[config.mk]
export PLATFORM = sky130hd
export DESIGN_NAME = keylock_ctrl
export DESIGN_NICKNAME = d
export VERILOG_FILES = /design/src/rtl/keylock_pkg.sv /design/src/rtl/keylock_decode.sv /design/src/rtl/keylock_gate.sv /design/src/rtl/keylock_bank.sv /design/src/rtl/keylock_rdmux.sv /design/src/rtl/keylock_ctrl.sv
export SDC_FILE = /design/constraint.sdc
export NUM_CORES = 1
export LEC_CHECK = 0
export BUFFER_PORTS_ARGS = -buffer_cell sky130_fd_sc_hd__buf_4
export CORE_ASPECT_RATIO = 1.5
export CORE_MARGIN = 5
export CORE_UTILIZATION = 39
export DETAILED_ROUTE_END_ITERATION = 7
export PLACE_DENSITY = 0.76
export SYNTH_ARGS = -nofsm -noshare
export SYNTH_HDL_FRONTEND = slang
export SYNTH_SLANG_ARGS = --single-unit
[constraint.sdc]
create_clock -name clk -period 1.82 [get_ports clk]
set_input_delay 0.364 -clock clk [delete_from_list [all_inputs] [get_ports clk]]
set_output_delay 0.364 -clock clk [all_outputs]
set_load 0.05 [all_outputs]
[src/rtl/keylock_pkg.sv]
package keylock_pkg;

    localparam int DATA_W = 32;
    localparam int ADDR_W = 4;
    localparam int LOCK_W = 5;

    localparam logic [DATA_W-1:0] CTRL_RESET  = 32'h0C00_6000;
    localparam int                BIT_UNIMPL  = 31;
    localparam int                BIT_PENALTY = 27;
    localparam int                AES_LO      = 9;
    localparam int                AES_W       = 3;

    typedef enum logic [ADDR_W-1:0] {
        SEL_CTRL = 4'd0,
        SEL_FLD  = 4'd1,
        SEL_KEY  = 4'd2
    } reg_sel_e;

    typedef struct packed {
        logic ctrl;
        logic fld;
        logic key;
    } wr_strobe_t;

    // bits of the control word governed by one field-lock bit
    function automatic logic [DATA_W-1:0] group_of(input int idx);
        logic [DATA_W-1:0] m;
        m = '0;
        case (idx)
            4:       m[12] = 1'b1;
            3:       m[AES_LO +: AES_W] = '1;
            2:       m[8] = 1'b1;
            1:       m[7] = 1'b1;
            0:       m[6:0] = '1;
            default: m = '0;
        endcase
        return m;
    endfunction

    function automatic logic [DATA_W-1:0] penalty_mask();
        logic [DATA_W-1:0] m;
        m = '0;
        m[BIT_PENALTY] = 1'b1;
        m[AES_LO +: AES_W] = '1;
        return m;
    endfunction

    function automatic logic aes_partial(input logic [AES_W-1:0] f);
        return (f != '0) && (f != '1);
    endfunction

endpackage

[src/rtl/keylock_decode.sv]
module keylock_decode
    import keylock_pkg::*;
(
    input  logic [ADDR_W-1:0] addr,
    input  logic              we,
    output wr_strobe_t        stb
);
    always_comb begin
        stb.ctrl = we && (addr == SEL_CTRL);
        stb.fld  = we && (addr == SEL_FLD);
        stb.key  = we && (addr == SEL_KEY);
    end
endmodule

[src/rtl/keylock_gate.sv]
module keylock_gate
    import keylock_pkg::*;
#(
    parameter logic [DATA_W-1:0] KEY = 32'h757B_DF0D
) (
    input  logic              clk,
    input  logic              rst,
    input  logic              key_we,
    input  logic [DATA_W-1:0] wdata,
    output logic              locked,
    output logic              bad_key
);
    logic key_match;

    assign key_match = (wdata == KEY);
    assign bad_key   = key_we && locked && !key_match;

    always_ff @(posedge clk) begin
        if (rst) begin
            locked <= 1'b1;
        end else if (key_we && key_match) begin
            locked <= 1'b0;
        end
    end

    // the right key releases the lock on the next edge
    p_key_release_r3: assert property (@(posedge clk) disable iff (rst)
        (key_we && wdata == KEY) |=> !locked);

    // once released, the lock never comes back without reset
    p_stay_open_r3: assert property (@(posedge clk) disable iff (rst)
        !locked |=> !locked);

    // a wrong key does not release the lock
    p_wrong_key_keeps_r4: assert property (@(posedge clk) disable iff (rst)
        bad_key |=> locked);
endmodule

[src/rtl/keylock_bank.sv]
module keylock_bank
    import keylock_pkg::*;
(
    input  logic              clk,
    input  logic              rst,
    input  wr_strobe_t        stb,
    input  logic              locked,
    input  logic              bad_key,
    input  logic [DATA_W-1:0] wdata,
    output logic [DATA_W-1:0] ctrl_q,
    output logic [LOCK_W-1:0] fld_q
);
    logic [DATA_W-1:0] grp [LOCK_W];
    logic [DATA_W-1:0] frozen;
    logic [DATA_W-1:0] ctrl_d;

    for (genvar g = 0; g < LOCK_W; g++) begin : g_grp
        assign grp[g] = fld_q[g] ? group_of(g) : '0;
    end

    always_comb begin
        frozen = '0;
        for (int i = 0; i < LOCK_W; i++) begin
            frozen = frozen | grp[i];
        end
    end

    always_comb begin
        ctrl_d = ctrl_q;
        if (stb.ctrl && !locked) begin
            ctrl_d = (wdata & ~frozen) | (ctrl_q & frozen);
        end
        if (bad_key) begin
            ctrl_d = ctrl_d & ~penalty_mask();
        end
        ctrl_d[BIT_UNIMPL] = 1'b0;
    end

    always_ff @(posedge clk) begin
        if (rst) begin
            ctrl_q <= CTRL_RESET;
            fld_q  <= '0;
        end else begin
            ctrl_q <= ctrl_d;
            if (stb.fld && !locked) begin
                fld_q <= fld_q | wdata[LOCK_W-1:0];
            end
        end
    end

    p_ctrl_blocked_r2: assert property (@(posedge clk) disable iff (rst)
        (locked && !bad_key) |=> $stable(ctrl_q));

    p_fld_blocked_r2: assert property (@(posedge clk) disable iff (rst)
        locked |=> $stable(fld_q));

    p_penalty_r4: assert property (@(posedge clk) disable iff (rst)
        bad_key |=> (!ctrl_q[BIT_PENALTY] && ctrl_q[AES_LO +: AES_W] == '0));

    p_sticky_r5: assert property (@(posedge clk) disable iff (rst)
        1'b1 |=> ((fld_q & $past(fld_q)) == $past(fld_q)));

    p_freeze12_r6: assert property (@(posedge clk) disable iff (rst)
        (fld_q[4] && !bad_key) |=> (ctrl_q[12] == $past(ctrl_q[12])));

    p_unimpl_r7: assert property (@(posedge clk) disable iff (rst)
        !ctrl_q[BIT_UNIMPL]);
endmodule

[src/rtl/keylock_rdmux.sv]
module keylock_rdmux
    import keylock_pkg::*;
(
    input  logic [ADDR_W-1:0] addr,
    input  logic [DATA_W-1:0] ctrl_q,
    input  logic [LOCK_W-1:0] fld_q,
    input  logic              locked,
    output logic [DATA_W-1:0] rdata
);
    always_comb begin
        case (addr)
            SEL_CTRL: rdata = ctrl_q;
            SEL_FLD:  rdata = {{(DATA_W-LOCK_W){1'b0}}, fld_q};
            SEL_KEY:  rdata = {{(DATA_W-1){1'b0}}, locked};
            default:  rdata = '0;
        endcase
    end
endmodule

[src/rtl/keylock_ctrl.sv]
module keylock_ctrl
    import keylock_pkg::*;
#(
    parameter logic [DATA_W-1:0] UNLOCK_KEY = 32'h757B_DF0D
) (
    input  logic              clk,
    input  logic              rst,
    input  logic [ADDR_W-1:0] bus_addr,
    input  logic [DATA_W-1:0] bus_wdata,
    input  logic              bus_we,
    output logic [DATA_W-1:0] bus_rdata,
    output logic [DATA_W-1:0] ctrl_q,
    output logic              locked,
    output logic              cfg_warn
);
    wr_strobe_t        stb;
    logic              bad_key;
    logic [LOCK_W-1:0] fld_q;

    keylock_decode u_dec (
        .addr (bus_addr),
        .we   (bus_we),
        .stb  (stb)
    );

    keylock_gate #(.KEY(UNLOCK_KEY)) u_gate (
        .clk     (clk),
        .rst     (rst),
        .key_we  (stb.key),
        .wdata   (bus_wdata),
        .locked  (locked),
        .bad_key (bad_key)
    );

    keylock_bank u_bank (
        .clk     (clk),
        .rst     (rst),
        .stb     (stb),
        .locked  (locked),
        .bad_key (bad_key),
        .wdata   (bus_wdata),
        .ctrl_q  (ctrl_q),
        .fld_q   (fld_q)
    );

    keylock_rdmux u_rd (
        .addr   (bus_addr),
        .ctrl_q (ctrl_q),
        .fld_q  (fld_q),
        .locked (locked),
        .rdata  (bus_rdata)
    );

    assign cfg_warn = aes_partial(ctrl_q[AES_LO +: AES_W]);

    // a clean field (all zeros or all ones) never warns
    p_warn_clean_r8: assert property (@(posedge clk) disable iff (rst)
        (ctrl_q[11:9] == 3'b000 || ctrl_q[11:9] == 3'b111) |-> !cfg_warn);
endmodule

==> run metrics, run 1 <==
status complete, no violations; CP Capture Type output port; worst-skew pair later-pin latency 0.28 ns; vias in the first global route around 2000; #FFs+latches synth 37; hold path cells 3; Die X about 64 um; hold slack between 0.3 and 0.4 ns; Final Max Tran Viols 0; net count reported at finish between 300 and 400; post-synth cell types 35; Worst R2R Path Depth 5; wirelength, routed 5830 um; Seq/Total Area, Yosys 0.427; setup ws final ~0.024 ns; Die ar. 0.00591 sq mm; largest net degree at the start of global routing 39; Worst EP required roughly 1.5 ns; Port Buffers 102; ratio of cells with drive above 1 in the final layout 0.502; Pre-antenna DRT Iters 4; global-route wire length before repair 9140 um; syn_area_per_cell slightly above 8 sq um; remaining global-route overflow 0; CP max FO 9; Critical Path Start Type primary input; GP Congestion 0.820; pre-CTS WS -0.132 ns; row cnt 29; Final Setup Violations 0; DR iter-0 viols 66; area of the multi-input gates around 980 sq um; # diodes 0; WL per Instance roughly 16 um; top cell type's share of synthesized area 0.427; Die Ht approximately 92 um; number of synthesized flops with an enable pin 0; GRT Total Usage 0.195; clk_skew 0.00303 ns; CP Data Arrival Time about 1.4 ns; fmax roughly 560 MHz; CP Class in -> out; DP Wirelength 4480 um; fin crit period 1.80 ns; H-tree levels 2; IO Pins around 110; Fin. Hold Viols 0; max-cap violation count 0; peak supply drop 0.348 mV; Seq. cell area between 700 and 800 sq um; clock buffer count from CTS 5; dominant synthesized flop cell dfxtp_1; DR vias/cell 5.24; top cells by area, synth dfxtp_1 (43%), and2_1 (9.4%), nand2_1 (9.3%); leakage ~1.3 nW; synthesized cell area between 0.0015 and 0.002 sq mm; CTS tree done; clk buf depth 2; placed cells 364; Synth Instances about 210; DR DRC count 0; Worst-path clk slew ~0.070 ns; initial antenna violation count 0; period utilization 0.987; ys async rst share 0; synth warn 0; post-route ant nets 0; Area growth syn-to-layout 62.6%; Core Region about 0.0043 sq mm; Non-Filler Instances between 300 and 400; CTS sink cnt 37; Starting Density 0.405; vias 1966; hold crit path type in -> reg; most area-hungry cell type in the Yosys netlist dfxtp_1; PD cells approximately 540 mW/mm^2; clock root buffer clkbuf_8; setup TNS 0 ns; Filler cells around 400
-- power breakdown --
| group | internal (W) | leakage, nW | switching, W |
|---|---|---|---|
| Clock | 0.000265 | 0.0450 | 0.000284 |
| Sequential | 0.000809 | 0.298 | 0.000000587 |
| Combinational | 0.0000791 | 0.918 | 0.0000805 |
| Total | 0.00115 | 1.26 | 0.000366 |
-- Yosys cell counts (2+ instances only) --
cell,n
buf_2,3
clkbuf_1,7
a22o_1,4
o21ai_0,7
a21oi_1,30
buf_6,2
nand4_1,2
nand4b_1,4
nor2_1,9
dfxtp_1,37
or4bb_1,2
nor3_1,5
and2_1,26
o21ai_1,2
nand3b_1,6
buf_4,2
mux2i_1,4
nor4_1,3
nand2_1,43
-- what timing repair did --
item,4_1_cts,5_1_grt
endpoints found under the hold margin,0,0
endpoints found under the setup margin,0,31
setup buffers,0,1
hold buffers,0,0
resized for setup,0,14
-- cell usage in the layout, fill, tap and decap left out, types with 4 or more instances in the layout --
master / count
buf_4: 111
nand2_1: 42
dfxtp_1: 37
a21oi_1: 30
and2_2: 26
nor2_1: 9
buf_6: 8
o21ai_0: 7
nand3b_1: 6
nor3_1: 5
clkbuf_8: 5
a22o_2: 4
mux2i_1: 4
nand4b_1: 4
-- routing by layer --
layer,wire length (um),share of wire,vias to the layer above,track usage
met2,3080,0.53,87,0.355
met1,2160,0.37,910,0.214
met3,411,0.071,14,0.0440
met5,0,0,-,0
met4,182,0.031,0,0.0776
li1,-,-,955,-
-- final timing paths --
check                                        from           endpoint  slack (ns)
worst max-delay path                  bus_addr[2]       bus_rdata[9]        0.02
worst min-delay path                bus_wdata[26]  u_bank.ctrl_q[26]        0.31
worst max register to register      u_gate.locked           register        0.40
worst min register to register  u_bank.ctrl_q[28]  u_bank.ctrl_q[28]        0.47
-- kinds of logic (layout without fill, tap and decap cells) --
family                 Yosys count  count (layout)  share of synthesized area
AND/OR/NAND/NOR                110             110                      0.349
AO/OA/AOI/OAI                   47              47                      0.151
flip-flops                      37              37                      0.427
buffers and inverters           15             129                     0.0476
multiplexers                     4               4                     0.0231
other                            1               2                    0.00216
-- stage by stage --
| step | power [W] | instance area [sq um] | utilization |
|---|---|---|---|
| 2_1_floorplan | 0.000883 | 1780 | - |
| 3_3_place_gp | 0.000978 | 2670 | 0.624 |
| 3_5_place_dp | 0.000980 | 2670 | 0.624 |
| 4_1_cts | 0.00152 | 2750 | 0.643 |
| 5_1_grt | 0.00157 | 2820 | 0.659 |
| 6_report | 0.00152 | 2820 | 0.659 |
-- cell type report --
type                    count  share of cell area
multi-input cells         163               0.346
flip-flops and latches     37               0.263
well taps                  46              0.0204
clock inverters             2             0.00355
clock buffers               6              0.0257
repair buffers            121               0.341
-- critical path, cell delays in order --
cell	delay [ns]
buf_4	0.13
nor4_4	0.25
buf_4	0.18
buf_4	0.16
and2_2	0.14
buf_4	0.19
No activity file was read; power rests on OpenSTA's default activity.
==> inputs of run 2 (changes only) <==
- ABC_AREA: not set -> 1
- CORE_UTILIZATION: 39 -> 40
- PLACE_DENSITY: 0.76 -> 0.74
- clock period: 1.82 -> 1.9 ns (I/O delays scaled with it)
==> run metrics, run 2 <==
CTS sink cnt 37; Seq/Total Area, Yosys 0.414; net count reported at finish a little over 400; worst-skew pair later-pin latency between 0.2 and 0.3 ns; clk buf depth 2; Core Region between 0.004 and 0.005 sq mm; Synth Instances approximately 270; Util after Layout 0.631; top-count cell post-synth inv_1; DR vias/cell between 4 and 5; Non-Filler Instances roughly 420; top cell type's share of synthesized area 0.414; dominant synthesized flop cell dfxtp_1; post-route ant nets 0; total power between 0.0015 and 0.002 W; number of synthesized flops with an enable pin 0; hold crit path type in -> reg; Worst EP required 1.52 ns; Starting Density 0.418; fmax 573 MHz; area of the multi-input gates just under 800 sq um; GP Congestion between 0.7 and 0.8; Post-CTS Setup Bufs 0; remaining global-route overflow 0; syn_area_per_cell roughly 6.6 sq um; post-synth cell types 21; synth warn 0; initial antenna violation count 0; top cells by area, synth dfxtp_1 (41%), inv_1 (11%), nand2_1 (9.9%); global-route wire length before repair approximately 8500 um; largest net degree at the start of global routing 23; Die X about 65 um; Port Buffers a little over 100; period utilization 0.918; Final Max Tran Viols 0; ys async rst share 0; GRT Total Usage 0.180; CTS tree done; most frequent cells in the layout buf_4 (107), inv_1 (53), nand2_1 (47); vias in the first global route approximately 1900; CP Data Arrival Time roughly 1.4 ns; H-tree levels 2; DR DRC count 0; hold slack approximately 0.32 ns; WL per Instance between 10 and 15 um; peak supply drop between 0.5 and 0.6 mV; hold_buf cts 0; Final Setup Violations 0; most area-hungry cell type in the Yosys netlist dfxtp_1; Pre-antenna DRT Iters 4; status complete, no violations; Seq. cell area around 740 sq um; ratio of cells with drive above 1 in the final layout 0.326; most common cell after layout, fill and taps aside buf_4; fin crit period between 1.5 and 2 ns; synthesized cell area roughly 0.0018 sq mm; Die ar. slightly below 0.006 sq mm; vias 1937; Die Ht just over 90 um; # diodes 0; Fin. Hold Viols 0; fin area between 0.002 and 0.003 sq mm; Worst-path clk slew roughly 0.070 ns; clk_skew roughly 0.0013 ns; PD cells between 500 and 600 mW/mm^2; DP Wirelength approximately 4300 um; max-cap violation count 0; Resized Gates After CTS 0; RSZ-0062 raised after global routing no; clock buffer count from CTS 5; Post-synth top cells inv_1 (53), nand2_1 (47), nor2_1 (42), dfxtp_1 (37), a21oi_1 (32); leakage 1.31 nW; wirelength, routed ~5300 um; CP Capture Type output port; CP Class in -> out; IO Pins around 110; CP max FO 9; Critical Path Start Type primary input; placed cells about 420; clock root buffer clkbuf_8; Area growth syn-to-layout 50.9%; DR iter-0 viols between 80 and 90; row cnt 29; Area after DPL approximately 0.0026 sq mm; #FFs+latches synth 37; Filler cells around 440
run 2: cell types whose count changed after synthesis, sizes merged, moves of 4 or more:
cell	before	now
o21ai	10	29
a22o	4	0
nand2	43	49
o22ai	0	4
mux2i	4	0
inv	0	54
nand4b	4	0
and2	26	0
nand3b	6	0
nor3	7	1
nor2	9	45
nand3	1	7
run 2: final timing paths:
path	from	to	slack, ns	depth (start not counted)
setup / recovery	bus_addr[3]	bus_rdata[18]	0.16	6
hold / removal	bus_wdata[14]	u_bank.ctrl_q[14]	0.32	3
setup reg to reg	u_gate.locked	register	0.53	7
hold reg to reg	u_bank.ctrl_q[21]	u_bank.ctrl_q[21]	0.47	2
run 2: kinds of logic (layout without fill, tap and decap cells):
| logic type | count (synthesis) | after routing | share of synthesized area |
|---|---|---|---|
| compound gates | 66 | 66 | 0.189 |
| buf+inv | 67 | 170 | 0.158 |
| flops | 37 | 37 | 0.414 |
| other cells | 1 | 2 | 0.00209 |
| simple gates | 102 | 102 | 0.237 |
run 2: metrics by stage:
stage | setup slack [ns] | setup TNS [ns]
after floorplan | -0.0900 | -0.360
after global placement | 0.175 | 0
after detailed placement | 0.144 | 0
after CTS | 0.145 | 0
after global routing | 0.0498 | 0
final | 0.156 | 0
run 2: final cells by class:
cell class,instances,area share
clock inverters,1,0.00185
flip-flops and latches,37,0.274
clock buffers,7,0.0356
multi-input cells,170,0.288
well taps,46,0.0213
inverters,54,0.0750
repair buffers,108,0.305
run 2: where the power goes:
group	switching, W	internal, W	leakage (nW)
registers	0.000000215	0.000775	0.298
clock network	0.000273	0.000328	0.0542
logic	0.0000848	0.0000758	0.962
run 2: worst max-delay path: stages:
cell and delay (ns):
buf_4 0.12, nor2_4 0.13, nand2_2 0.20, buf_4 0.24, nor2_1 0.10, buf_4 0.20
run 2: per-layer routing:
metal  GRT usage  up-vias  routed length, um  part of all wire
met5           0        -                  0                 0
met4      0.0529        0                 40            0.0076
met3      0.0416        2                310             0.059
met2       0.341       61               2850              0.54
met1       0.195      826               2060              0.39
li1            -     1048                  -                 -
==> inputs of run 3 (changes only) <==
--- a/config.mk
+++ b/config.mk
@@ -8,9 +8,11 @@
 export ABC_AREA = 1
 export BUFFER_PORTS_ARGS = -buffer_cell sky130_fd_sc_hd__buf_4
+export CELL_PAD_IN_SITES_DETAIL_PLACEMENT = 0
+export CELL_PAD_IN_SITES_GLOBAL_PLACEMENT = 1
 export CORE_ASPECT_RATIO = 1.5
-export CORE_MARGIN = 5
-export CORE_UTILIZATION = 40
+export CORE_MARGIN = 2
+export CORE_UTILIZATION = 28
 export DETAILED_ROUTE_END_ITERATION = 7
-export PLACE_DENSITY = 0.74
+export PLACE_DENSITY_LB_ADDON = 0.1
 export SYNTH_ARGS = -nofsm -noshare
 export SYNTH_HDL_FRONTEND = slang
==> constraint.sdc (replaced) <==
create_clock -name clk -period 1.9 [get_ports clk]
set_input_delay 0.38 -clock clk [delete_from_list [all_inputs] [get_ports clk]]
set_output_delay 0.38 -clock clk [all_outputs]
set_load 0.01 [all_outputs]
==> run metrics, run 3 (synthesis results as in run 2) <==
CTS tree done; H-tree levels 2; Core Region a little over 0.006 sq mm; Worst-path clk slew about 0.070 ns; Die ar. between 0.007 and 0.008 sq mm; Seq. cell area 741 sq um; CP Capture Type output port; area of the multi-input gates around 770 sq um; Worst Setup SP bus_addr[0]; fin area around 0.0027 sq mm; Critical Path Start Type primary input; Worst EP required around 1.5 ns; hold path cells 3; Pre-antenna DRT Iters 4; global-route wire length before repair roughly 8400 um; Die X 69.3 um; Final Max Tran Viols 0; Clock power frac 0.369; CP max stage delay 0.24 ns; largest net degree at the start of global routing 23; vias in the first global route approximately 1800; most frequent cells in the layout buf_4 (107), inv_1 (53), nand2_1 (47); sequential share of power 0.533; Port Buffers roughly 100; CP Buf/Inv Count 3; hold_buf cts 0; leakage around 1.3 nW; clk_skew roughly 0.0061 ns; Final Setup Violations 0; clk buf depth 2; Psw 0.000345 W; worst hold start bus_wdata[14]; post-route ant nets 0; wirelength, routed approximately 5300 um; CP Data Arrival Time 1.30 ns; vias 1933; clock buffer count from CTS 5; Area after DPL between 0.002 and 0.003 sq mm; met2 layer usage reported by global route 0.272; DR vias/cell around 4.3; fmax approximately 600 MHz; initial antenna violation count 0; IO Pins 105; net count reported at finish 414; most used cell, CP buf_4; met3 track demand over resource 0.0355; GRT Total Usage 0.150; hold slack ~0.32 ns; Starting Density 0.290; GRT busiest layer met2; setup TNS 0 ns; row cnt 35; clock root buffer clkbuf_8; Resized Gates After CTS 0; most common cell after layout, fill and taps aside buf_4; worst-skew pair later-pin latency 0.28 ns; GP Congestion between 0.7 and 0.8; DR DRC count 0; remaining global-route overflow 0; PD cells about 540 mW/mm^2; CTS sink cnt 37; Non-Filler Instances 450; DP Wirelength about 4200 um; Comb power frac 0.098; CP max-delay cell buf_4; CP Cell Sequence buf_4 > nor2_2 > nand2_2 > buf_4 > nor2_1 > buf_4; placed cells ~440; CP Class in -> out; RSZ-0062 raised after global routing no; Worst R2R Path Depth 7; CP Depth 6; Post-CTS Setup Bufs 0; # diodes 0; max-cap violation count 0; status complete, no violations; Int Pwr 0.00111 W; Area growth syn-to-layout 50.2%; Switching Fraction 0.237; ratio of cells with drive above 1 in the final layout 0.314; met1 Use GR 0.173; hold crit path type in -> reg; Filler cells ~700; Fin. Hold Viols 0; WL per Instance 11.8 um; Die Ht around 100 um; fin crit period ~1.7 ns; CP max FO 16; period utilization 0.884; DR iter-0 viols just under 60; peak supply drop around 0.33 mV; R2R Path Start u_gate.locked; Crit path max-delay family buffers and inverters
run 3: layout make-up:
| type | instances | share of cell area |
|---|---|---|
| clock buffers | 8 | 0.0298 |
| well taps | 74 | 0.0344 |
| multi-input cells | 170 | 0.287 |
| flip-flops and latches | 37 | 0.275 |
| inverters | 54 | 0.0753 |
| repair buffers | 107 | 0.299 |
run 3: power by group through the flow:
stage | combinational [W] | clock (W) | sequential [W]
floorplan | 0.0000546 | 0 | 0.000794
global placement | 0.000145 | 0 | 0.000794
detailed placement | 0.000144 | 0 | 0.000794
CTS | 0.000145 | 0.000565 | 0.000775
global route | 0.000161 | 0.000588 | 0.000775
finish | 0.000143 | 0.000537 | 0.000775
run 3: metrics by stage:
stage          worst slack, ns  power (W)  utilization
5_1_grt                  0.129    0.00153        0.436
4_1_cts                  0.205    0.00148        0.436
3_3_place_gp             0.219   0.000939        0.423
6_report                 0.221    0.00146        0.436
3_5_place_dp             0.205   0.000938        0.423
2_1_floorplan            0.451   0.000848            -
run 3: worst register-to-register path, stage by stage, from the launching register on:
cell     delay [ns]
dfxtp_1        0.32
inv_1          0.09
nand2_1        0.15
nor2_8         0.26
buf_4          0.21
nand2_1        0.07
o21ai_0        0.14
a21oi_1        0.06
run 3: worst paths after layout:
| check | to | slack [ns] |
|---|---|---|
| min reg2reg | u_gate.locked | 0.47 |
| min | u_bank.ctrl_q[14] | 0.32 |
| max reg2reg | register | 0.48 |
| max | bus_rdata[26] | 0.22 |
run 3: routing by layer:
| layer | vias to the layer above | wire length (um) |
|---|---|---|
| met3 | 4 | 338 |
| met1 | 821 | 2200 |
| met5 | - | 0 |
| met4 | 0 | 51 |
| li1 | 1038 | - |
| met2 | 70 | 2720 |
